===== config.mk =====
export PLATFORM = sky130hd
export DESIGN_NAME = rob_rename
export DESIGN_NICKNAME = d
export VERILOG_FILES = /design/src/rtl/rob_rename_pkg.sv /design/src/rtl/rr_src_lookup.sv /design/src/rtl/rr_map_table.sv /design/src/rtl/rr_arch_file.sv /design/src/rtl/rr_rob_store.sv /design/src/rtl/rob_rename.sv
export SDC_FILE = /design/constraint.sdc
export NUM_CORES = 2
export LEC_CHECK = 0
export ABC_AREA = 1
export ABC_CLOCK_PERIOD_IN_PS = 6730
export BUFFER_PORTS_ARGS = -buffer_cell sky130_fd_sc_hd__clkbuf_2
export CAP_MARGIN = 25
export CORE_MARGIN = 4
export CORE_UTILIZATION = 42
export CTS_CLUSTER_SIZE = 40
export DETAILED_ROUTE_END_ITERATION = 6
export PLACE_DENSITY = 0.59
export SKIP_CTS_REPAIR_TIMING = 1
export SLEW_MARGIN = 20
export SYNTH_ARGS = -nofsm -noshare
export SYNTH_HDL_FRONTEND = slang
export SYNTH_SLANG_ARGS = --single-unit
export TNS_END_PERCENT = 20

===== constraint.sdc =====
create_clock -name clk -period 6.73 [get_ports clk]
set_input_delay 1.346 -clock clk [delete_from_list [all_inputs] [get_ports clk]]
set_output_delay 1.346 -clock clk [all_outputs]
set_load 0.02 [all_outputs]

===== src/rtl/rob_rename_pkg.sv =====
package rob_rename_pkg;
  localparam int unsigned RR_NREG   = 16;
  localparam int unsigned RR_DEPTH  = 16;
  localparam int unsigned RR_DATA_W = 32;

  typedef enum logic [1:0] {
    SRC_ARCH,
    SRC_ROB,
    SRC_FWD,
    SRC_WAIT
  } src_kind_e;
endpackage


===== src/rtl/rr_src_lookup.sv =====
module rr_src_lookup #(
  parameter int IW = 4,
  parameter int DW = 32
) (
  input  logic          loc,
  input  logic [IW-1:0] id,
  input  logic [DW-1:0] arch_data,
  input  logic          ent_ready,
  input  logic [DW-1:0] ent_data,
  input  logic          wb_en,
  input  logic [IW-1:0] wb_id,
  input  logic [DW-1:0] wb_data,
  output logic          rdy,
  output logic [DW-1:0] val,
  output logic [IW-1:0] tag
);
  import rob_rename_pkg::*;

  src_kind_e kind;

  always_comb begin
    if (!loc)                          kind = SRC_ARCH;
    else if (ent_ready)                kind = SRC_ROB;
    else if (wb_en && (wb_id == id))   kind = SRC_FWD;
    else                               kind = SRC_WAIT;
    rdy = (kind != SRC_WAIT);
    tag = loc ? id : '0;
    unique case (kind)
      SRC_ARCH: val = arch_data;
      SRC_ROB:  val = ent_data;
      SRC_FWD:  val = wb_data;
      default:  val = '0;
    endcase
  end
endmodule


===== src/rtl/rr_map_table.sv =====
module rr_map_table #(
  parameter int NREG = 16,
  parameter int AW   = 4,
  parameter int IW   = 4
) (
  input  logic                clk,
  input  logic                rst,
  input  logic                flush,
  input  logic [1:0][AW-1:0]  rd_addr,
  output logic [1:0]          rd_loc,
  output logic [1:0][IW-1:0]  rd_id,
  input  logic                set_en,
  input  logic [AW-1:0]       set_reg,
  input  logic [IW-1:0]       set_id,
  input  logic                clr_en,
  input  logic [AW-1:0]       clr_reg,
  input  logic [IW-1:0]       clr_id
);
  logic [NREG-1:0] loc_q;
  logic [IW-1:0]   id_q [NREG];
  logic            clr_hit;

  assign clr_hit = clr_en && loc_q[clr_reg] && (id_q[clr_reg] == clr_id) &&
                   !(set_en && (set_reg == clr_reg));

  always_ff @(posedge clk) begin
    if (rst || flush) begin
      loc_q <= '0;
    end else begin
      if (clr_hit) loc_q[clr_reg] <= 1'b0;
      if (set_en)  loc_q[set_reg] <= 1'b1;
    end
  end

  always_ff @(posedge clk) begin
    if (set_en) id_q[set_reg] <= set_id;
  end

  for (genvar g = 0; g < 2; g++) begin : g_rd
    assign rd_loc[g] = loc_q[rd_addr[g]];
    assign rd_id[g]  = id_q[rd_addr[g]];
  end
endmodule


===== src/rtl/rr_arch_file.sv =====
module rr_arch_file #(
  parameter int NREG = 16,
  parameter int AW   = 4,
  parameter int DW   = 32
) (
  input  logic               clk,
  input  logic               rst,
  input  logic               we,
  input  logic [AW-1:0]      waddr,
  input  logic [DW-1:0]      wdata,
  input  logic [1:0][AW-1:0] raddr,
  output logic [1:0][DW-1:0] rdata
);
  logic [DW-1:0] mem [NREG];

  always_ff @(posedge clk) begin
    if (rst) begin
      for (int i = 0; i < NREG; i++) mem[i] <= '0;
    end else if (we) begin
      mem[waddr] <= wdata;
    end
  end

  for (genvar g = 0; g < 2; g++) begin : g_rd
    assign rdata[g] = mem[raddr[g]];
  end
endmodule


===== src/rtl/rr_rob_store.sv =====
module rr_rob_store #(
  parameter int DEPTH = 16,
  parameter int IW    = 4,
  parameter int AW    = 4,
  parameter int DW    = 32
) (
  input  logic               clk,
  input  logic               rst,
  input  logic               flush,
  input  logic               alloc_en,
  input  logic [AW-1:0]      alloc_dst,
  output logic [IW-1:0]      alloc_id,
  output logic               full,
  input  logic               wb_en,
  input  logic [IW-1:0]      wb_id,
  input  logic [DW-1:0]      wb_data,
  input  logic [1:0][IW-1:0] rd_id,
  output logic [1:0]         rd_ready,
  output logic [1:0][DW-1:0] rd_data,
  output logic               head_ok,
  output logic [IW-1:0]      head_id,
  output logic [AW-1:0]      head_dst,
  output logic [DW-1:0]      head_data,
  input  logic               commit_en
);
  logic [IW-1:0]    head_q, tail_q;
  logic [IW:0]      cnt_q;
  logic [DEPTH-1:0] vld_q, rdy_q;
  logic [AW-1:0]    dst_mem  [DEPTH];
  logic [DW-1:0]    data_mem [DEPTH];
  logic             wb_hit;

  assign wb_hit    = wb_en && vld_q[wb_id];
  assign full      = (cnt_q == (IW+1)'(DEPTH));
  assign alloc_id  = tail_q;
  assign head_id   = head_q;
  assign head_ok   = (cnt_q != '0) && rdy_q[head_q];
  assign head_dst  = dst_mem[head_q];
  assign head_data = data_mem[head_q];

  always_ff @(posedge clk) begin
    if (rst || flush) begin
      head_q <= '0;
      tail_q <= '0;
      cnt_q  <= '0;
    end else begin
      if (commit_en) head_q <= head_q + IW'(1);
      if (alloc_en)  tail_q <= tail_q + IW'(1);
      cnt_q <= cnt_q + (IW+1)'(alloc_en) - (IW+1)'(commit_en);
    end
  end

  always_ff @(posedge clk) begin
    if (rst || flush) begin
      vld_q <= '0;
      rdy_q <= '0;
    end else begin
      if (commit_en) vld_q[head_q] <= 1'b0;
      if (wb_hit)    rdy_q[wb_id]  <= 1'b1;
      if (alloc_en) begin
        vld_q[tail_q] <= 1'b1;
        rdy_q[tail_q] <= 1'b0;
      end
    end
  end

  always_ff @(posedge clk) begin
    if (wb_hit)   data_mem[wb_id] <= wb_data;
    if (alloc_en) dst_mem[tail_q] <= alloc_dst;
  end

  for (genvar g = 0; g < 2; g++) begin : g_rd
    assign rd_ready[g] = rdy_q[rd_id[g]];
    assign rd_data[g]  = data_mem[rd_id[g]];
  end
endmodule


===== src/rtl/rob_rename.sv =====
module rob_rename #(
  parameter int NREG  = rob_rename_pkg::RR_NREG,
  parameter int DEPTH = rob_rename_pkg::RR_DEPTH,
  parameter int DW    = rob_rename_pkg::RR_DATA_W,
  localparam int AW   = $clog2(NREG),
  localparam int IW   = $clog2(DEPTH)
) (
  input  logic          clk,
  input  logic          rst,
  input  logic          in_valid,
  input  logic [AW-1:0] in_dst,
  input  logic [AW-1:0] in_src0,
  input  logic [AW-1:0] in_src1,
  output logic          in_ready,
  input  logic          wb_valid,
  input  logic [IW-1:0] wb_id,
  input  logic [DW-1:0] wb_data,
  input  logic          flush,
  output logic          out_valid,
  output logic [IW-1:0] out_id,
  output logic          out_s0_rdy,
  output logic [DW-1:0] out_s0_val,
  output logic [IW-1:0] out_s0_tag,
  output logic          out_s1_rdy,
  output logic [DW-1:0] out_s1_val,
  output logic [IW-1:0] out_s1_tag,
  output logic          cm_valid,
  output logic [IW-1:0] cm_id,
  output logic [AW-1:0] cm_dst,
  output logic [DW-1:0] cm_data
);
  logic               full, accept, wb_en, commit_en, head_ok;
  logic [IW-1:0]      alloc_id, head_id;
  logic [AW-1:0]      head_dst;
  logic [DW-1:0]      head_data;
  logic [1:0][AW-1:0] src_addr;
  logic [1:0]         map_loc, ent_rdy, src_rdy;
  logic [1:0][IW-1:0] map_id, src_tag;
  logic [1:0][DW-1:0] arch_val, ent_val, src_val;

  assign in_ready  = !full;
  assign accept    = in_valid && !full && !flush;
  assign wb_en     = wb_valid && !flush;
  assign commit_en = head_ok && !flush;
  assign src_addr  = {in_src1, in_src0};

  rr_map_table #(.NREG(NREG), .AW(AW), .IW(IW)) u_map (
    .clk(clk), .rst(rst), .flush(flush),
    .rd_addr(src_addr), .rd_loc(map_loc), .rd_id(map_id),
    .set_en(accept), .set_reg(in_dst), .set_id(alloc_id),
    .clr_en(commit_en), .clr_reg(head_dst), .clr_id(head_id)
  );

  rr_arch_file #(.NREG(NREG), .AW(AW), .DW(DW)) u_arf (
    .clk(clk), .rst(rst), .we(commit_en), .waddr(head_dst), .wdata(head_data),
    .raddr(src_addr), .rdata(arch_val)
  );

  rr_rob_store #(.DEPTH(DEPTH), .IW(IW), .AW(AW), .DW(DW)) u_rob (
    .clk(clk), .rst(rst), .flush(flush),
    .alloc_en(accept), .alloc_dst(in_dst), .alloc_id(alloc_id), .full(full),
    .wb_en(wb_en), .wb_id(wb_id), .wb_data(wb_data),
    .rd_id(map_id), .rd_ready(ent_rdy), .rd_data(ent_val),
    .head_ok(head_ok), .head_id(head_id), .head_dst(head_dst),
    .head_data(head_data), .commit_en(commit_en)
  );

  for (genvar g = 0; g < 2; g++) begin : g_src
    rr_src_lookup #(.IW(IW), .DW(DW)) u_lk (
      .loc(map_loc[g]), .id(map_id[g]), .arch_data(arch_val[g]),
      .ent_ready(ent_rdy[g]), .ent_data(ent_val[g]),
      .wb_en(wb_en), .wb_id(wb_id), .wb_data(wb_data),
      .rdy(src_rdy[g]), .val(src_val[g]), .tag(src_tag[g])
    );
  end

  always_ff @(posedge clk) begin
    if (rst) begin
      out_valid  <= 1'b0;
      out_id     <= '0;
      out_s0_rdy <= 1'b0;
      out_s0_val <= '0;
      out_s0_tag <= '0;
      out_s1_rdy <= 1'b0;
      out_s1_val <= '0;
      out_s1_tag <= '0;
      cm_valid   <= 1'b0;
      cm_id      <= '0;
      cm_dst     <= '0;
      cm_data    <= '0;
    end else begin
      out_valid  <= accept;
      out_id     <= alloc_id;
      out_s0_rdy <= src_rdy[0];
      out_s0_val <= src_val[0];
      out_s0_tag <= src_tag[0];
      out_s1_rdy <= src_rdy[1];
      out_s1_val <= src_val[1];
      out_s1_tag <= src_tag[1];
      cm_valid   <= commit_en;
      cm_id      <= head_id;
      cm_dst     <= head_dst;
      cm_data    <= head_data;
    end
  end
endmodule


==> reports/summary.log <==
INFO  run_status     outcome=finished clean
INFO  yosys          ys_dominant_reg_cell=edfxtp_1
INFO  setup_path     setup.reg_to_reg.worst_slack=1.90ns
INFO  die            floorplan.die_area=0.177mm²
INFO  placement      io_buffers=173
INFO  setup_path     critical_path.endpoint_type=flop
INFO  detailed_routing route.detailed.vias_per_inst=6.10
INFO  setup_path     start_kind=flop
INFO  die            number_of_placement_rows=151
INFO  timing         finalHoldViolations=0
INFO  min_path       holdPathEnd=u_map.loc_q[12]
INFO  layout         area_delta_synth_final=10.0%
INFO  global_route   first_pass_grt_wire_length=391000µm
INFO  yosys          syn-instance-count=8480
INFO  yosys          syn-num-nets=8548
INFO  timing         worst-slew-pin-transition=1.14ns
INFO  placement      detailed_place_hpwl=161000µm
INFO  detailed_routing postRouteAntennaNets=0
INFO  timing         skew=0.0284ns
INFO  min_path       min_path_cells=2
INFO  cts            worst_skew_pair.late_latency=0.82ns
INFO  yosys          synth.distinct_cells=38
INFO  yosys          synth_top_cell_area_share=48.4%
INFO  layout         final_nets=8309
INFO  timing         post-route-period-util=71.8%
INFO  timing         clock.fmax=0.207GHz
INFO  power          maximum_vdd_drop=0.255mV
INFO  detailed_routing drtIter0Drc=9519
INFO  placement      final_estimated_routing_congestion_in_global_placement=0.892
INFO  yosys          synth_async_sr_flop_share=0%
INFO  global_route   first_global_vias=58900
INFO  setup_path     crit-reg2reg-capture=u_arf.mem[9][23]
INFO  die            core_area=0.169mm²
INFO  layout         final.fill_count=16100
INFO  run            drv_cap=0
INFO  yosys          count_of_warnings_emitted_by_yosys=0
INFO  detailed_routing drt_first_pass_iters=6
INFO  layout         utilization_of_the_core_after_routing=46.4%
INFO  timing         final_max_slew_viol_count=0
INFO  cts            cts.path.max_buffers=3
INFO  cts            cts_inserted_buffers=154
INFO  timing         timing.slew.headroom=24.3%
INFO  layout         multi_input_gate_area_in_the_final_layout=0.0274mm²
INFO  timing         final_setup_vio_count=0
INFO  yosys          syn_area_per_cell=8.42µm²
INFO  global_route   grt_use_total=29.7%
INFO  die            pin_count=174
INFO  die            die_h=420µm
INFO  layout         sequential_cell_area=0.0383mm²
INFO  yosys          synthDominantAreaCellType=edfxtp_1
INFO  yosys          synth-edff-count=1152
INFO  global_route   grt_start_max_net_pins=225
INFO  yosys          synth_seq_area_share=53.6%
INFO  detailed_routing routed-via-count=64700
INFO  detailed_routing total_wire_length_after_detailed_routing=272000µm
INFO  die            start_util=42.2%
INFO  timing         tns=0ns
INFO  layout         final_layout_size_suffix_gt1_share=7.69%
INFO  power          power.leakage=29.4nW
INFO  setup_path     critical_path_arrival=5.35ns
INFO  die            floorplan.die.width=420µm
INFO  min_path       min-delay-path-class=reg -> reg
INFO  cts            clock-root-buffer=clkbuf_16
INFO  yosys          postSynthRegisterBits=1337
INFO  setup_path     timing.critical_path.fanout_max=66
INFO  cts            clock_sinks=1337
INFO  global_route   globalRouteOverflowTotal=0
INFO  cts            clk_pin_slew=0.06ns
INFO  detailed_routing route.detailed.wl_per_inst=25.7µm
INFO  cts            cts_tree=yes
INFO  timing         min_period=4.83ns
INFO  setup_path     r2r.worst_path.cells=13
INFO  yosys          combined_area_of_all_synthesized_cells=0.0714mm²
INFO  setup_path     type_of_the_setup_path_with_the_least_slack=reg -> reg
INFO  timing         setup_repair_after_global_routing_missed_its_margin=false
INFO  yosys          synthTopCellsByArea=edfxtp_1 (48%), o21ai_0 (11%), a21oi_1 (6.3%)
INFO  global_route   initial_antenna_violation_count=23
INFO  min_path       min_from=u_map.loc_q[12]
INFO  cts            cts-htree-levels=4
INFO  power          power-per-cell-area=255mW/mm²
INFO  detailed_routing drc_violations=0
INFO  setup_path     critical_path_required=7.24ns
cell usage in the layout (no fill, tap or decap), types with 8 or more instances in the layout:
cell type | synthesis | final
o21ai_1 | 99 | 99
a22oi_1 | 9 | 9
nand4_1 | 21 | 21
o21ai_0 | 1570 | 1570
nand3_1 | 413 | 410
inv_1 | 711 | 708
clkbuf_16 | 0 | 156
o211ai_1 | 341 | 341
inv_6 | 0 | 8
inv_2 | 12 | 12
clkbuf_1 | 366 | 38
nand2_2 | 11 | 42
o221ai_1 | 39 | 39
clkinv_2 | 0 | 29
a21oi_1 | 896 | 896
nand3b_1 | 15 | 15
buf_12 | 0 | 17
edfxtp_1 | 1152 | 1152
ha_1 | 14 | 14
dfxtp_1 | 185 | 181
nand2_1 | 1049 | 1012
bufinv_16 | 0 | 8
clkbuf_8 | 0 | 12
nor2_1 | 1067 | 1051
clkbuf_2 | 0 | 168
buf_4 | 23 | 129
a31oi_1 | 30 | 30
o22ai_1 | 64 | 64
clkinv_1 | 40 | 61
nor2_4 | 2 | 18
report_power, final:
group | total (mW) | switching (mW) | internal, mW
registers | 9.25 | 0.111 | 9.14
clock network | 8.32 | 3.59 | 4.73
logic | 2.50 | 1.87 | 0.623
total | 20.1 | 5.58 | 14.5
registers in the layout, indices dropped and copies added (netlist names), 32 cells and up, named ones only:
name            cells
u_rob.dst_mem      64
u_arf.mem         512
out_s1_val         32
u_rob.data_mem    512
out_s0_val         32
cm_data            32
u_map.id_q         64
cell usage after synthesis, types with 14 or more instances:
cell type / count
a21oi_1: 896
a31oi_1: 30
buf_1: 75
buf_2: 239
buf_4: 23
clkbuf_1: 366
clkinv_1: 40
dfxtp_1: 185
edfxtp_1: 1152
ha_1: 14
inv_1: 711
nand2_1: 1049
nand3_1: 413
nand3b_1: 15
nand4_1: 21
nor2_1: 1067
o211ai_1: 341
o21ai_0: 1570
o21ai_1: 99
o221ai_1: 39
o22ai_1: 64
worst max-delay path, stage by stage (launching register included):
cell	delay (ns)
dfxtp_4	0.38
buf_4	0.63
nand2_1	0.10
nand2_1	0.10
nand2_1	0.05
nand3_1	0.10
nand3_2	0.58
nand2_2	0.29
buf_4	0.54
nand2_1	0.26
nor2_1	0.25
nand2_2	0.08
nand2_2	0.71
buf_4	0.31
through the flow:
stage | worst slack [ns] | hold slack [ns] | area (µm²) | total power, mW | instances
global route | 1.70 | 0.475 | 78600 | 20.7 | 10600
detailed placement | 1.34 | 0.458 | 73600 | 11.8 | 10300
floorplan | 2.78 | 0.440 | 71400 | 10.9 | 8480
finish | 1.90 | 0.466 | 78600 | 20.1 | 10600
CTS | 2.03 | 0.466 | 78500 | 20.1 | 10600
global placement | 1.37 | 0.448 | 73500 | 11.8 | 10300
per-layer routing:
layer  share of wire, %  up-vias  track usage, %
li1                   -    29000               -
met1                 38    30700            38.9
met2                 45     4062            46.1
met3                 11      832            6.81
met4                5.5       26            15.3
met5              0.073        -               0
kinds of logic after synthesis:
logic type	Yosys count	share of synthesized area (%)
AOI/OAI and AO/OA	3054	23.0
xor gates and xnor gates	6	0.0736
adders and majority gates	15	0.273
buffers and inverters	1477	8.42
DFF	1337	53.6
and+or+nand+nor	2591	14.6
final cells by class:
class / instances / area share (%)
sequential: 1337 / 48.7
multi-input combinational: 5666 / 34.9
clock buffer: 206 / 5.36
inverter: 763 / 3.69
tap: 2218 / 3.53
timing repair buffer: 319 / 2.86
clock inverter: 82 / 0.925
antenna: 5 / 0.0159
worst max-delay path by stage:
stage,cells past startpoint,slack (ns),start,endpoint
2_1_floorplan,8,2.78,wb_id[0],u_rob.data_mem[10][0]
3_3_place_gp,14,1.37,in_src0[1],out_s0_val[16]
4_1_cts,13,2.03,flop,u_arf.mem[9][13]
5_1_grt,19,1.70,flop,u_map.loc_q[15]
6_report,13,1.90,flop,u_arf.mem[9][23]
3_5_place_dp,15,1.34,in_src1[1],out_s1_val[12]
Power figures use the tool's default switching activity.
